--- config.mk ---
export PLATFORM = sky130hd
export DESIGN_NAME = xdec_region_regs
export DESIGN_NICKNAME = d
export VERILOG_FILES = /design/src/rtl/xdec_pkg.sv /design/src/rtl/xdec_crc8_word.sv /design/src/rtl/xdec_key_seq.sv /design/src/rtl/xdec_key_bank.sv /design/src/rtl/xdec_region_regs.sv
export SDC_FILE = /design/constraint.sdc
export NUM_CORES = 1
export LEC_CHECK = 0
export ABC_AREA = 0
export BUFFER_PORTS_ARGS = -buffer_cell sky130_fd_sc_hd__buf_2
export CAP_MARGIN = 20
export CORE_UTILIZATION = 59
export CTS_BUF_LIST = sky130_fd_sc_hd__clkbuf_8
export CTS_CLUSTER_SIZE = 25
export DETAILED_ROUTE_END_ITERATION = 7
export GPL_ROUTABILITY_DRIVEN = 0
export PLACE_DENSITY = 0.93
export RECOVER_POWER = 100
export SLEW_MARGIN = 10
export SYNTH_ARGS = -nofsm -noshare
export SYNTH_HDL_FRONTEND = slang
export SYNTH_SLANG_ARGS = --single-unit
--- constraint.sdc ---
create_clock -name clk -period 3.55 [get_ports clk]
set_clock_uncertainty 0.1 [all_clocks]
set_input_delay 0.5325 -clock clk [delete_from_list [all_inputs] [get_ports clk]]
set_output_delay 0.5325 -clock clk [all_outputs]
set_load 0.005 [all_outputs]
--- src/rtl/xdec_pkg.sv ---
package xdec_pkg;
    localparam int DATA_W      = 32;
    localparam int ADDR_W      = 4;
    localparam int KEY_WORDS   = 4;
    localparam int NONCE_WORDS = 2;
    localparam int VER_W       = 16;
    localparam int CRC_W       = 8;
    localparam int MODE_W      = 2;
    localparam logic [CRC_W-1:0] CRC_POLY = 8'h07;

    localparam int KEY_IDX_W   = $clog2(KEY_WORDS);
    localparam int NONCE_IDX_W = (NONCE_WORDS > 1) ? $clog2(NONCE_WORDS) : 1;
    localparam int KEY_FLAT_W  = KEY_WORDS * DATA_W;

    // word addresses
    localparam logic [ADDR_W-1:0] A_CTRL   = 4'h0;
    localparam logic [ADDR_W-1:0] A_VER    = 4'h1;
    localparam logic [ADDR_W-1:0] A_START  = 4'h2;
    localparam logic [ADDR_W-1:0] A_END    = 4'h3;
    localparam logic [ADDR_W-1:0] A_NONCE0 = 4'h4;
    localparam logic [ADDR_W-1:0] A_KEY0   = 4'h8;

    // control word bit positions
    localparam int B_EN     = 0;
    localparam int B_MODE   = 1;
    localparam int B_KLOCK  = 3;
    localparam int B_CLOCK  = 4;
    localparam int B_CRC    = 8;

    typedef enum logic [MODE_W-1:0] {
        MODE_FETCH     = 2'b00,
        MODE_DATA      = 2'b01,
        MODE_ALL       = 2'b10,
        MODE_FETCH_ENH = 2'b11
    } mode_e;

    typedef struct packed {
        logic                                en;
        logic [MODE_W-1:0]                   mode;
        logic                                klock;
        logic                                clock;
        logic [VER_W-1:0]                    ver;
        logic [DATA_W-1:0]                   start_addr;
        logic [DATA_W-1:0]                   end_addr;
        logic [NONCE_WORDS-1:0][DATA_W-1:0]  nonce;
    } ctrl_state_t;
endpackage

--- src/rtl/xdec_crc8_word.sv ---
// One full data word folded into the running CRC in a single cycle, MSB first.
module xdec_crc8_word #(
    parameter int               DW   = 32,
    parameter int               CW   = 8,
    parameter logic [CW-1:0]    POLY = 8'h07
) (
    input  logic [CW-1:0] crc_in,
    input  logic [DW-1:0] data,
    output logic [CW-1:0] crc_out
);
    logic [CW-1:0] stage [DW+1];

    assign stage[0] = crc_in;

    for (genvar b = 0; b < DW; b++) begin : g_bit
        logic fb;
        assign fb           = stage[b][CW-1] ^ data[DW-1-b];
        assign stage[b+1]   = {stage[b][CW-2:0], 1'b0} ^ (fb ? POLY : {CW{1'b0}});
    end

    assign crc_out = stage[DW];
endmodule

--- src/rtl/xdec_key_seq.sv ---
// Tracks the ordered key-write sequence and publishes the checksum on completion.
module xdec_key_seq
    import xdec_pkg::*;
#(
    parameter int NW = KEY_WORDS,
    parameter int DW = DATA_W,
    parameter int CW = CRC_W,
    parameter int IW = KEY_IDX_W
) (
    input  logic          clk,
    input  logic          rst_n,
    input  logic          wr_en,
    input  logic [IW-1:0] wr_idx,
    input  logic [DW-1:0] wr_data,
    input  logic          wipe,
    output logic [CW-1:0] crc_pub
);
    localparam logic [IW-1:0] LAST_IDX = IW'(NW - 1);

    typedef struct packed {
        logic          active;
        logic [IW-1:0] next_idx;
        logic [CW-1:0] acc;
        logic [CW-1:0] pub;
    } seq_t;

    seq_t s_d, s_q;
    logic [CW-1:0] crc_seed;
    logic [CW-1:0] crc_step;

    assign crc_seed = (wr_idx == '0) ? '0 : s_q.acc;

    xdec_crc8_word #(.DW(DW), .CW(CW), .POLY(CRC_POLY)) u_crc (
        .crc_in  (crc_seed),
        .data    (wr_data),
        .crc_out (crc_step)
    );

    always_comb begin
        s_d = s_q;
        if (wipe) begin
            s_d = '0;
        end else if (wr_en) begin
            if (wr_idx == '0) begin
                s_d.active   = 1'b1;
                s_d.next_idx = IW'(1);
                s_d.acc      = crc_step;
                s_d.pub      = '0;
            end else if (s_q.active && (wr_idx == s_q.next_idx)) begin
                s_d.acc = crc_step;
                if (wr_idx == LAST_IDX) begin
                    s_d.active   = 1'b0;
                    s_d.next_idx = '0;
                    s_d.pub      = crc_step;
                end else begin
                    s_d.next_idx = s_q.next_idx + IW'(1);
                    s_d.pub      = '0;
                end
            end else begin
                s_d.active   = 1'b0;
                s_d.next_idx = '0;
                s_d.pub      = '0;
            end
        end
    end

    always_ff @(posedge clk or negedge rst_n) begin
        if (!rst_n) s_q <= '0;
        else        s_q <= s_d;
    end

    assign crc_pub = s_q.pub;
endmodule

--- src/rtl/xdec_key_bank.sv ---
// Storage for the key words with a whole-bank wipe.
module xdec_key_bank
    import xdec_pkg::*;
#(
    parameter int NW = KEY_WORDS,
    parameter int DW = DATA_W,
    parameter int IW = KEY_IDX_W
) (
    input  logic                   clk,
    input  logic                   rst_n,
    input  logic                   wr_en,
    input  logic [IW-1:0]          wr_idx,
    input  logic [DW-1:0]          wr_data,
    input  logic                   wipe,
    output logic [NW-1:0][DW-1:0]  key
);
    logic [NW-1:0][DW-1:0] key_d, key_q;

    for (genvar w = 0; w < NW; w++) begin : g_word
        always_comb begin
            key_d[w] = key_q[w];
            if (wipe)
                key_d[w] = '0;
            else if (wr_en && (wr_idx == IW'(w)))
                key_d[w] = wr_data;
        end
    end

    always_ff @(posedge clk or negedge rst_n) begin
        if (!rst_n) key_q <= '0;
        else        key_q <= key_d;
    end

    assign key = key_q;
endmodule

--- src/rtl/xdec_region_regs.sv ---
// Region configuration registers with set-once locks and key checksum.
module xdec_region_regs
    import xdec_pkg::*;
(
    input  logic                    clk,
    input  logic                    rst_n,
    input  logic [ADDR_W-1:0]       bus_addr,
    input  logic                    bus_we,
    input  logic [DATA_W-1:0]       bus_wdata,
    output logic [DATA_W-1:0]       bus_rdata,
    output logic                    region_en,
    output logic [MODE_W-1:0]       region_mode,
    output logic                    region_enhanced,
    output logic [KEY_FLAT_W-1:0]   region_key
);
    ctrl_state_t c_d, c_q;

    logic                          key_hit;
    logic                          key_wr;
    logic [KEY_IDX_W-1:0]          key_idx;
    logic                          nonce_hit;
    logic [NONCE_IDX_W-1:0]        nonce_idx;
    logic                          ctrl_wr;
    logic                          mode_wipe;
    logic [CRC_W-1:0]              crc_pub;
    logic [KEY_WORDS-1:0][DATA_W-1:0] key_words;
    logic                          cfg_lock;
    logic                          key_lock;

    // address decode
    assign key_hit   = (bus_addr[ADDR_W-1:KEY_IDX_W] == A_KEY0[ADDR_W-1:KEY_IDX_W]);
    assign key_idx   = bus_addr[KEY_IDX_W-1:0];
    assign key_wr    = bus_we && key_hit && !c_q.klock;
    assign nonce_hit = (int'(bus_addr) >= int'(A_NONCE0)) &&
                       (int'(bus_addr) <  int'(A_NONCE0) + NONCE_WORDS);
    assign nonce_idx = NONCE_IDX_W'(bus_addr - A_NONCE0);
    assign ctrl_wr   = bus_we && (bus_addr == A_CTRL) && !c_q.clock;
    assign mode_wipe = ctrl_wr && (bus_wdata[B_MODE +: MODE_W] != c_q.mode);

    always_comb begin
        c_d = c_q;
        if (bus_we && !c_q.clock) begin
            if (bus_addr == A_CTRL) begin
                c_d.en    = bus_wdata[B_EN];
                c_d.mode  = bus_wdata[B_MODE +: MODE_W];
                c_d.clock = bus_wdata[B_CLOCK];
                c_d.klock = c_q.klock | bus_wdata[B_KLOCK] | bus_wdata[B_CLOCK];
            end else if (bus_addr == A_VER) begin
                c_d.ver = bus_wdata[VER_W-1:0];
            end else if (bus_addr == A_START) begin
                c_d.start_addr = bus_wdata;
            end else if (bus_addr == A_END) begin
                c_d.end_addr = bus_wdata;
            end else if (nonce_hit) begin
                c_d.nonce[nonce_idx] = bus_wdata;
            end
        end
    end

    always_ff @(posedge clk or negedge rst_n) begin
        if (!rst_n) c_q <= '0;
        else        c_q <= c_d;
    end

    xdec_key_bank #(.NW(KEY_WORDS), .DW(DATA_W), .IW(KEY_IDX_W)) u_bank (
        .clk     (clk),
        .rst_n   (rst_n),
        .wr_en   (key_wr),
        .wr_idx  (key_idx),
        .wr_data (bus_wdata),
        .wipe    (mode_wipe),
        .key     (key_words)
    );

    xdec_key_seq #(.NW(KEY_WORDS), .DW(DATA_W), .CW(CRC_W), .IW(KEY_IDX_W)) u_seq (
        .clk     (clk),
        .rst_n   (rst_n),
        .wr_en   (key_wr),
        .wr_idx  (key_idx),
        .wr_data (bus_wdata),
        .wipe    (mode_wipe),
        .crc_pub (crc_pub)
    );

    // read mux; key words are write-only
    always_comb begin
        bus_rdata = '0;
        case (bus_addr)
            A_CTRL: begin
                bus_rdata[B_EN]              = c_q.en;
                bus_rdata[B_MODE +: MODE_W]  = c_q.mode;
                bus_rdata[B_KLOCK]           = c_q.klock;
                bus_rdata[B_CLOCK]           = c_q.clock;
                bus_rdata[B_CRC +: CRC_W]    = crc_pub;
            end
            A_VER:   bus_rdata[VER_W-1:0] = c_q.ver;
            A_START: bus_rdata = c_q.start_addr;
            A_END:   bus_rdata = c_q.end_addr;
            default: begin
                if (nonce_hit) bus_rdata = c_q.nonce[nonce_idx];
            end
        endcase
    end

    assign cfg_lock        = c_q.clock;
    assign key_lock        = c_q.klock;
    assign region_en       = c_q.en;
    assign region_mode     = c_q.mode;
    assign region_enhanced = (c_q.mode == MODE_FETCH_ENH);
    assign region_key      = key_words;
endmodule

==> flow_summary_export.csv <==
group,metric,value,unit
run_status,run_status,"finished with violations",
run_status,violations_in_the_final_reports,"DRC, capacitance limit, slew limit",
grt,grt_pass1_wl,59400,um
power_and_ir_drop,pnr_total_power,12.4,mW
cells_and_area,finish.net_count,1402,
placement,place_area,14800,sq um
yosys,postSynthRegisterBits,296,
yosys,post-synth-top-area-fraction,55.2,%
timing,tightest_slew,2.59,ns
worst_setup_path,worst_setup_path_endpoint,"u_seq.s_q[8]$_DFFE_PN0P_",
worst_setup_path,r2r_slack,0.49,ns
yosys,synth_edf_count,0,
power_and_ir_drop,power.ir.vdd_worst,0.539,mV
run,max_cap_viol,3,
clock_tree,cts_setup_buffers,0,
yosys,synth.yosys.warnings,0,
yosys,asyncSetResetFlopFracSynth,100,%
timing,setup_viol_count_final,0,
worst_setup_path,cp_max_fo,11,
yosys,post_synth_most_frequent_cells,"sky130_fd_sc_hd__dfrtp_1 (296), sky130_fd_sc_hd__nand2_1 (231), sky130_fd_sc_hd__mux2_2 (162)",
placement,dp_slack,0.269,ns
power_and_ir_drop,power.density,798,nW/um^2
clock_tree,hold_buffers,1,
floorplan,chipHeight,153,um
clock_tree,cts_tree,"yes",
worst_hold_path,hold_path_class,"input pin to flop",
grt,grtUsageTotal,32.8,%
grt,antenna_found_initial,1,
cells_and_area,sequential_area,7410,sq um
route,post_drt_via_cell_ratio,6.11,
worst_setup_path,crit_path_end_kind,"flop",
route,drt-total-wl,37500,um
floorplan,fp.dieArea,23400,sq um
yosys,netlist_area,13400,sq um
placement,dpl.hpwl,25100,um
route,first_pass_iters,8,
worst_setup_path,crit_type,"input pin to flop",
timing,final-max-slew-violation-count,146,
worst_setup_path,critical_path.startpoint,"bus_addr[0]",
clock_tree,htree_num_levels,2,
clock_tree,clock_tree.buffer_depth,3,
worst_setup_path,reg2reg_from,"u_seq.s_q[15]$_DFFE_PN0P_",
clock_tree,clock_tree.root_cell,"sky130_fd_sc_hd__clkbuf_8",
timing,setup_repair_after_global_routing_missed_its_margin,"false",
route,detail_route.drc_violations,23,
timing,maxSlewHeadroom,-72.4,%
worst_setup_path,timing.critical_path.arrival,3.66,ns
clock_tree,cts.clk_slew.worst_paths,0.07,ns
worst_setup_path,setup.worst_path.start_class,"input pin",
timing,finalSetupTns,0,ns
clock_tree,clk_latency,0.56,ns
cells_and_area,post-route-util,70.1,%
yosys,ys_top_cells_by_area,"sky130_fd_sc_hd__dfrtp_1 (55%), sky130_fd_sc_hd__mux2_2 (14%), sky130_fd_sc_hd__nand2_1 (6.5%)",
timing,clock.fmax,302,MHz
yosys,synth_sequential_area_ratio,55.2,%
worst_setup_path,worstPathRequired,3.90,ns
timing,final_worst_path_cycle_share,93.3,%
floorplan,io_pins,203,
timing,final-hold-violation-count,0,
cells_and_area,multi_input_combinational_cell_area,5610,sq um
power_and_ir_drop,power.static_leakage,7.35,nW
cells_and_area,finalInstanceArea,15500,sq um
grt,grt_pass1_vias,10500,
cells_and_area,post_route_cells_drive_above_1_share,27.0,%
grt,grt_remaining_overflow,0,
cells_and_area,area_growth_syn_to_layout,15.4,%
yosys,synth_top_flop_cell,"sky130_fd_sc_hd__dfrtp_1",
timing,final_period_minus_worst_setup_slack,3.31,ns
worst_setup_path,r2r_cells,7,
clock_tree,postCtsResizedCells,0,
yosys,postSynthNetCount,1210,
floorplan,floorplan.initialDensity,60.7,%
route,detail_route.iter0.violations,897,
yosys,synthesis.instances,1171,
route,post_drt_wl_per_cell,22.4,um
cells_and_area,fillerInstances,1544,
floorplan,area_of_the_core,22100,sq um
floorplan,die_x_extent,153,um
yosys,yosysMostFrequentCell,"sky130_fd_sc_hd__dfrtp_1",
yosys,ys_types,47,
floorplan,std_cell_rows,54,
yosys,average_cell_area_after_synthesis,11.5,sq um
clock_tree,cts.sinks,296,
worst_hold_path,hp-start,"bus_we",
route,detailroute.via_count,10300,
worst_setup_path,critical_register_to_register_path_endpoint,"u_seq.s_q[8]$_DFFE_PN0P_",
timing,postLayoutSetupSlackWorst,0.239,ns
route,antenna_violating_nets_post_route,0,
yosys,synth_top_cell_by_area,"sky130_fd_sc_hd__dfrtp_1",
grt,pin_count_of_the_biggest_net_entering_global_routing,98,
clock_tree,cts_made_buffers,46,
placement,port-buffer-count,202,
[power by group]
group          leakage, nW  internal (mW)  switching (mW)
clock network        0.547           1.56            1.32
registers             3.73           4.18           0.498
logic                 3.08           2.30            2.52
total                 7.35           8.04            4.33
[placed cells by master (no fill, tap or decap), types with 17 or more instances in the layout]
master,instances
sky130_fd_sc_hd__xnor2_1,57
sky130_fd_sc_hd__buf_2,111
sky130_fd_sc_hd__clkbuf_8,59
sky130_fd_sc_hd__mux2i_1,32
sky130_fd_sc_hd__a22oi_1,31
sky130_fd_sc_hd__inv_1,17
sky130_fd_sc_hd__o21ai_0,133
sky130_fd_sc_hd__mux2_2,158
sky130_fd_sc_hd__nand2_1,231
sky130_fd_sc_hd__a21oi_1,34
sky130_fd_sc_hd__dfrtp_1,296
sky130_fd_sc_hd__clkbuf_1,96
[per-stage QoR]
stage               instances  hold slack [ns]
CTS                      1678            0.177
floorplan                1171            0.137
finish                   1679            0.205
detailed placement       1594            0.365
global placement         1594            0.355
global route             1679            0.181
[sequential cells by signal, summed over array words and instances, names as in the netlist]
signal         flops
u_seq.crc_pub      8
region_en          1
c_q              144
key_lock           1
u_bank.key       128
region_mode        2
cfg_lock           1
u_seq.s_q         11
[cell families (layout without fill, tap and decap cells)]
| family | count (synthesis) | count (layout) | synth area share (%) |
|---|---|---|---|
| xor gates and xnor gates | 94 | 94 | 8.42 |
| muxes | 194 | 194 | 16.0 |
| other | 0 | 1 | 0 |
| DFF | 296 | 296 | 55.2 |
| buffers and inverters | 95 | 322 | 2.91 |
| AOI/OAI and AO/OA | 229 | 229 | 9.82 |
| and+or+nand+nor | 263 | 263 | 7.69 |
[how the worst min path moves through the flow]
stage          cells past startpoint                         end
2_1_floorplan                      0          c_q[0]$_DFFE_PN0P_
3_3_place_gp                       2  u_bank.key[56]$_DFFE_PN0P_
3_5_place_dp                       2  u_bank.key[34]$_DFFE_PN0P_
4_1_cts                            2        cfg_lock$_DFFE_PN0P_
5_1_grt                            2        cfg_lock$_DFFE_PN0P_
6_report                           2        cfg_lock$_DFFE_PN0P_
[area by class of cell]
class	count	area share [%]
antenna	1	0.0162
clock buffer	59	5.24
clock inverter	24	0.824
inverter	1	0.0242
multi-input combinational	780	36.2
sequential	296	47.8
tap	280	2.26
timing repair buffer	238	7.59
[metal layers]
metal  global-route usage [%]  part of all wire, %  vias to the layer above
li1                         -                    -                     4416
met4                     14.2                  4.0                        0
met5                        0                    0                        -
met2                     51.9                   47                      641
met1                     43.5                   39                     5071
met3                     7.83                   10                      134
[critical path, cell delays in order]
cell	delay, ns
sky130_fd_sc_hd__buf_2	0.29
sky130_fd_sc_hd__clkbuf_1	0.36
sky130_fd_sc_hd__o21ai_0	0.18
sky130_fd_sc_hd__xor2_1	0.38
sky130_fd_sc_hd__xnor2_1	0.19
sky130_fd_sc_hd__xnor2_1	0.31
sky130_fd_sc_hd__xnor3_1	0.45
sky130_fd_sc_hd__xnor2_1	0.46
sky130_fd_sc_hd__xnor2_1	0.21
sky130_fd_sc_hd__o21ai_0	0.29
(Power assumes the default switching activity.)
